File: src/rtl/tlb_fa_pkg.sv
package tlb_fa_pkg;

  typedef enum logic [1:0] {
    ACC_LOAD  = 2'd0,
    ACC_STORE = 2'd1,
    ACC_FETCH = 2'd2,
    ACC_RSVD  = 2'd3
  } acc_e;

  typedef struct packed {
    logic rd;
    logic wr;
    logic ex;
    logic dirty;
  } perm_t;

  localparam int REPL_ROTATE = 0;
  localparam int REPL_RANDOM = 1;

endpackage

File: src/rtl/tlb_fa_match.sv
module tlb_fa_match #(
  parameter int ENTRIES = 16,
  parameter int VPN_W   = 20,
  localparam int IDX_W  = (ENTRIES > 1) ? $clog2(ENTRIES) : 1
) (
  input  logic [ENTRIES-1:0] slot_used,
  input  logic [VPN_W-1:0]   slot_tag [ENTRIES],
  input  logic [VPN_W-1:0]   key,
  output logic [ENTRIES-1:0] hit_vec,
  output logic [IDX_W-1:0]   hit_idx
);

  for (genvar g = 0; g < ENTRIES; g++) begin : g_cmp
    assign hit_vec[g] = slot_used[g] && (slot_tag[g] == key);
  end

  always_comb begin
    hit_idx = '0;
    for (int i = 0; i < ENTRIES; i++) begin
      if (hit_vec[i]) hit_idx = IDX_W'(i);
    end
  end

endmodule

File: src/rtl/tlb_fa_victim.sv
module tlb_fa_victim #(
  parameter int ENTRIES = 16,
  parameter int REPL    = 0,
  localparam int IDX_W  = (ENTRIES > 1) ? $clog2(ENTRIES) : 1
) (
  input  logic               clk,
  input  logic               rst_n,
  input  logic [ENTRIES-1:0] slot_used,
  input  logic               dup_any,
  input  logic [IDX_W-1:0]   dup_idx,
  input  logic               advance,
  output logic [IDX_W-1:0]   victim
);

  logic             free_any;
  logic [IDX_W-1:0] free_idx;
  logic [IDX_W-1:0] repl_idx;

  always_comb begin
    free_any = 1'b0;
    free_idx = '0;
    for (int i = ENTRIES - 1; i >= 0; i--) begin
      if (!slot_used[i]) begin
        free_any = 1'b1;
        free_idx = IDX_W'(i);
      end
    end
  end

  if (REPL == tlb_fa_pkg::REPL_RANDOM) begin : g_random
    logic [15:0] lfsr;
    always_ff @(posedge clk) begin
      if (!rst_n) lfsr <= 16'hACE1;
      else        lfsr <= {lfsr[14:0], lfsr[15] ^ lfsr[13] ^ lfsr[12] ^ lfsr[10]};
    end
    assign repl_idx = IDX_W'(lfsr % 16'(ENTRIES));
  end else begin : g_rotate
    logic [IDX_W-1:0] ptr;
    always_ff @(posedge clk) begin
      if (!rst_n) begin
        ptr <= '0;
      end else if (advance) begin
        if (ptr == IDX_W'(ENTRIES - 1)) ptr <= '0;
        else                            ptr <= ptr + 1'b1;
      end
    end
    assign repl_idx = ptr;
  end

  always_comb begin
    if (dup_any)       victim = dup_idx;
    else if (free_any) victim = free_idx;
    else               victim = repl_idx;
  end

endmodule

File: src/rtl/tlb_fa_perm.sv
module tlb_fa_perm
  import tlb_fa_pkg::*;
(
  input  acc_e  acc,
  input  perm_t perm,
  output logic  deny,
  output logic  need_dirty
);

  always_comb begin
    deny       = 1'b0;
    need_dirty = 1'b0;
    unique case (acc)
      ACC_LOAD:  deny = !perm.rd;
      ACC_STORE: begin
        deny       = !perm.wr;
        need_dirty = perm.wr && !perm.dirty;
      end
      ACC_FETCH: deny = !perm.ex;
      default:   deny = 1'b1;
    endcase
  end

endmodule

File: src/rtl/tlb_fa.sv
module tlb_fa
  import tlb_fa_pkg::*;
#(
  parameter int ENTRIES = 16,
  parameter int VPN_W   = 20,
  parameter int PPN_W   = 20,
  parameter int OFF_W   = 12,
  parameter int REPL    = REPL_ROTATE
) (
  input  logic                   clk,
  input  logic                   rst_n,
  input  logic                   lk_valid,
  input  logic [1:0]             lk_acc,
  input  logic [VPN_W+OFF_W-1:0] lk_vaddr,
  output logic                   lk_hit,
  output logic                   lk_miss,
  output logic                   lk_fault,
  output logic                   lk_dirty,
  output logic [PPN_W+OFF_W-1:0] lk_paddr,
  input  logic                   fill_valid,
  output logic                   fill_ready,
  input  logic [VPN_W-1:0]       fill_vpn,
  input  logic [PPN_W-1:0]       fill_ppn,
  input  logic                   fill_r,
  input  logic                   fill_w,
  input  logic                   fill_x,
  input  logic                   fill_d,
  input  logic                   flush
);

  localparam int VA_W  = VPN_W + OFF_W;
  localparam int IDX_W = (ENTRIES > 1) ? $clog2(ENTRIES) : 1;

  logic [ENTRIES-1:0] ent_v;
  logic [VPN_W-1:0]   ent_vpn  [ENTRIES];
  logic [PPN_W-1:0]   ent_ppn  [ENTRIES];
  perm_t              ent_perm [ENTRIES];

  logic [VPN_W-1:0]   lk_vpn;
  logic [OFF_W-1:0]   lk_off;
  logic [ENTRIES-1:0] lk_hvec;
  logic [IDX_W-1:0]   lk_idx;
  logic               lk_any;
  logic               lk_deny;
  logic               lk_need_d;

  logic [ENTRIES-1:0] fd_hvec;
  logic [IDX_W-1:0]   fd_idx;
  logic               fd_any;
  logic               fill_go;
  logic [IDX_W-1:0]   vic_idx;

  assign lk_vpn = lk_vaddr[VA_W-1:OFF_W];
  assign lk_off = lk_vaddr[OFF_W-1:0];

  tlb_fa_match #(.ENTRIES(ENTRIES), .VPN_W(VPN_W)) u_lk_match (
    .slot_used (ent_v),
    .slot_tag  (ent_vpn),
    .key       (lk_vpn),
    .hit_vec   (lk_hvec),
    .hit_idx   (lk_idx)
  );

  tlb_fa_match #(.ENTRIES(ENTRIES), .VPN_W(VPN_W)) u_fill_match (
    .slot_used (ent_v),
    .slot_tag  (ent_vpn),
    .key       (fill_vpn),
    .hit_vec   (fd_hvec),
    .hit_idx   (fd_idx)
  );

  assign lk_any = |lk_hvec;
  assign fd_any = |fd_hvec;

  tlb_fa_perm u_perm (
    .acc        (acc_e'(lk_acc)),
    .perm       (ent_perm[lk_idx]),
    .deny       (lk_deny),
    .need_dirty (lk_need_d)
  );

  always_comb begin
    lk_hit   = lk_valid && lk_any && !lk_deny && !lk_need_d;
    lk_miss  = lk_valid && !lk_any;
    lk_fault = lk_valid && lk_any && lk_deny;
    lk_dirty = lk_valid && lk_any && !lk_deny && lk_need_d;
    lk_paddr = lk_hit ? {ent_ppn[lk_idx], lk_off} : '0;
  end

  assign fill_ready = !flush;
  assign fill_go    = fill_valid && fill_ready;

  tlb_fa_victim #(.ENTRIES(ENTRIES), .REPL(REPL)) u_victim (
    .clk       (clk),
    .rst_n     (rst_n),
    .slot_used (ent_v),
    .dup_any   (fd_any),
    .dup_idx   (fd_idx),
    .advance   (fill_go),
    .victim    (vic_idx)
  );

  always_ff @(posedge clk) begin
    if (!rst_n)       ent_v <= '0;
    else if (flush)   ent_v <= '0;
    else if (fill_go) ent_v[vic_idx] <= 1'b1;
  end

  always_ff @(posedge clk) begin
    if (fill_go) begin
      ent_vpn[vic_idx]  <= fill_vpn;
      ent_ppn[vic_idx]  <= fill_ppn;
      ent_perm[vic_idx] <= '{rd: fill_r, wr: fill_w, ex: fill_x, dirty: fill_d};
    end
  end

endmodule

File: config.mk
export PLATFORM = sky130hd
export DESIGN_NAME = tlb_fa
export DESIGN_NICKNAME = d
export VERILOG_FILES = /design/src/rtl/tlb_fa_pkg.sv /design/src/rtl/tlb_fa_match.sv /design/src/rtl/tlb_fa_victim.sv /design/src/rtl/tlb_fa_perm.sv /design/src/rtl/tlb_fa.sv
export SDC_FILE = /design/constraint.sdc
export NUM_CORES = 2
export LEC_CHECK = 0
export BUFFER_PORTS_ARGS = -buffer_cell sky130_fd_sc_hd__clkbuf_2
export CAP_MARGIN = 20
export CELL_PAD_IN_SITES_DETAIL_PLACEMENT = 1
export CELL_PAD_IN_SITES_GLOBAL_PLACEMENT = 1
export CORE_MARGIN = 2
export CORE_UTILIZATION = 40
export CTS_CLUSTER_SIZE = 16
export DETAILED_ROUTE_END_ITERATION = 7
export PLACE_DENSITY_LB_ADDON = 0.1
export SYNTH_ARGS = -nofsm -noshare
export SYNTH_HDL_FRONTEND = slang
export SYNTH_HIERARCHICAL = 1
export SYNTH_SLANG_ARGS = --single-unit
export TNS_END_PERCENT = 5
File: constraint.sdc
create_clock -name clk -period 20.4 [get_ports clk]
set_input_delay 2.04 -clock clk [delete_from_list [all_inputs] [get_ports clk]]
set_output_delay 2.04 -clock clk [all_outputs]
set_load 0.005 [all_outputs]
==> key figures <==
Die
  • Die Span Y: 294 um
  • Core ar.: 0.0834 mm^2
  • Top Ports: 120
  • Die span in x: 294 um
  • Starting Density: 40.2%
  • Die area: 0.0863 mm^2
  • Row count: 106

Timing
  • Post-layout min period: 10.03 ns
  • Slew Viols, Final: 0
  • Final setup fails: 0
  • Top achievable clock speed: 0.0997 GHz
  • Final Hold Slack: 0.587 ns
  • Final worst slack: 10.37 ns
  • Setup_tns: 0 ns
  • Relative slew slack: 22.0%
  • Final hold viol count: 0
  • RSZ-0062 raised after global routing: false
  • Clock Skew: 0.0440 ns
  • Tightest Pin Transition: 1.16 ns
  • Final Cycle Share: 49.2%

Logic synthesis
  • Ys flop type: edfxtp_1
  • Sequential area share after synthesis: 64.2%
  • Ranking of synthesized cells by area: edfxtp_1 63%, xnor2_1 11%, mux4_2 6.7%
  • Top-count cell post-synth: edfxtp_1
  • Netlist cell types: 58
  • FFs w/ async S/R, synth: 0%
  • Warnings, synthesis: 6
  • Post-synth top cells: 704 x edfxtp_1, 411 x xnor2_1, 230 x xor2_1
  • Most area-hungry cell type in the Yosys netlist: edfxtp_1
  • Yosys reg bits: 724
  • Synthesized cell area: 0.0336 mm^2
  • Syn Area/Cell: 16.3 um^2
  • Mapped Nets: 2,139
  • Post-synth EDFFs: 704
  • Top cell type's share of synthesized area: 63.0%
  • Syn Inst Count: 2,055

Worst hold path
  • Worst hold path type: register to register
  • Min-delay src: u_victim/g_rotate.ptr[1]$_SDFFE_PN0P_
  • Hold endpoint: u_victim/g_rotate.ptr[1]$_SDFFE_PN0P_
  • Worst Hold Depth: 2

Critical path
  • Critical Path End Type: output pin
  • FF-to-FF End: ent_perm[7][2]$_DFFE_PP_
  • Worst-path fanout max: 96
  • Critical path launch point type: primary input
  • Setup CP Type: primary input to output pin
  • CP required: 18.36 ns
  • Worst path arrival time: 7.99 ns
  • R2R cell count: 12
  • FF-to-FF Start: ent_vpn[159]$_DFFE_PP_
  • Reg2reg setup slack: 15.14 ns

Clock network
  • Clk root buf: clkbuf_16
  • Quantity of gates resized following cts: 0
  • Cts bufs inserted: 82
  • Clock buffer depth: 3
  • Hold buffers post-CTS: 0
  • Clock sinks: 724
  • Worst-Skew Late Latency: 0.66 ns
  • H-tree depth: 3
  • Postcts setup bufs: 0
  • CTS tree: built
  • CTS clk-pin slew, worst paths: 0.06 ns

Placed design
  • HPWL Detailed: 58.8 mm
  • GPL Wtd Cong: 0.793
  • Port-buffer cells: 119
  • Dpl cell area: 0.0351 mm^2
  • Pre-CTS WS: 10.34 ns

Drt
  • Vias: 18,500
  • Detailed Routing Iterations Pass 1: 5
  • DRC Markers: 0
  • DRT iter0 DRCs: 1,142
  • Wire length per cell: 30.5 um
  • Routed Antenna Nets: 0
  • Vias/cell: 5.53
  • Routed WL: 102 mm

Global routing
  • Tot GR Track Use: 23.8%
  • GRT overflow: 0
  • Largest net degree at the start of global routing: 97
  • First-pass GRT wire length: 145 mm
  • Antenna violations before repair: 1
  • Vias in the first global route: 20,000

Final layout
  • Design area: 0.0378 mm^2
  • Register area: 0.0215 mm^2
  • Share of post-route cells with drive strength above 1: 19.7%
  • Final net count: 2,283
  • Area of the multi-input gates: 0.0111 mm^2
  • # fillers: 8,030
  • Area growth from synthesis to layout: 12.5%

Run
  • # Max-Cap Violations: 0

Pwr
  • Total Power: 0.00326 W
  • Peak supply drop: 0.0768 mV
  • Static leakage: 11.9 nW
  • P per Cell Area: 86.4 mW/mm^2

Run status
  • Run status: complete, no violations
==> per-stage QoR <==
step / std cells / util, %
finish: 3346 / 45.3
CTS: 3344 / 45.3
global route: 3345 / 45.3
global placement: 3195 / 42.1
detailed placement: 3195 / 42.1
floorplan: 2055 / -
==> layout make-up <==
type | instances | area share, %
repair buffers | 177 | 2.76
clock buffers | 104 | 5.68
clock inverters | 45 | 1.36
diodes | 2 | 0.0133
well taps | 1080 | 3.58
multi-input cells | 1199 | 29.4
inverters | 15 | 0.149
flip-flops and latches | 724 | 57.1
==> cell usage in the layout, fill, tap and decap left out, drive strengths merged, types with 41 or more instances in the layout <==
| cell | count |
|---|---|
| a22oi | 41 |
| buf | 58 |
| xor2 | 230 |
| nor4 | 95 |
| edfxtp | 704 |
| nand4 | 110 |
| clkbuf | 223 |
| xnor2 | 411 |
| mux4 | 100 |
==> sequential cells by signal (all words and copies together) (netlist names) <==
signal,cells
ent_perm,64
ent_ppn,320
ent_v,16
ent_vpn,320
u_victim/g_rotate.ptr,4
==> power breakdown <==
group          switching [W]  internal (W)  leakage [nW]
Combinational       0.000114     0.0000537          4.08
Sequential        0.00000279       0.00164          6.50
Clock               0.000625      0.000831          1.28
==> kinds of logic (layout without fill, tap and decap cells) <==
kind of cell	count (synthesis)	in the layout	synth area share [%]
XOR/XNOR	641	641	16.7
buffers and inverters	132	341	3.17
adder cells (fa/ha/maj)	1	1	0.0373
AND/OR/NAND/NOR	336	336	6.70
flip-flops	724	724	64.2
AO/OA/AOI/OAI	119	119	2.44
other	0	2	0
multiplexers	102	102	6.77
==> routing by layer <==
metal	wire length [um]	part of all wire (%)	track usage, %
met3	3130	3.1	2.96
met1	41700	41	29.0
met5	0	0	0
met4	3120	3.1	7.35
met2	54000	53	43.9
==> worst max-delay path: stages <==
cell and delay (ns):
clkbuf_2 0.72, xor2_1 0.22, nor4_1 0.33, nand4_1 0.21, nor4_4 0.49, o21ai_0 0.33
a21oi_4 0.25, buf_12 0.59, mux4_2 0.61, mux4_2 0.49, and4bb_2 0.25, or4b_1 0.47
buf_4 0.24, inv_1 0.29, and2_1 0.19, clkbuf_2 0.11
==> how the worst max path moves through the flow <==
| stage | from | end | slack [ns] | cells after the start |
|---|---|---|---|---|
| final | lk_vaddr[29] | lk_paddr[11] | 10.37 | 16 |
| after floorplan | fill_vpn[10] | ent_perm[0][0]$_DFFE_PP_ | 12.37 | 14 |
| after detailed placement | lk_vaddr[26] | lk_paddr[11] | 10.34 | 16 |
| after global routing | lk_vaddr[31] | lk_paddr[11] | 10.03 | 18 |
| after global placement | lk_vaddr[26] | lk_paddr[10] | 10.40 | 16 |
| after CTS | lk_vaddr[29] | lk_paddr[11] | 10.28 | 16 |
(Power assumes the default switching activity.)
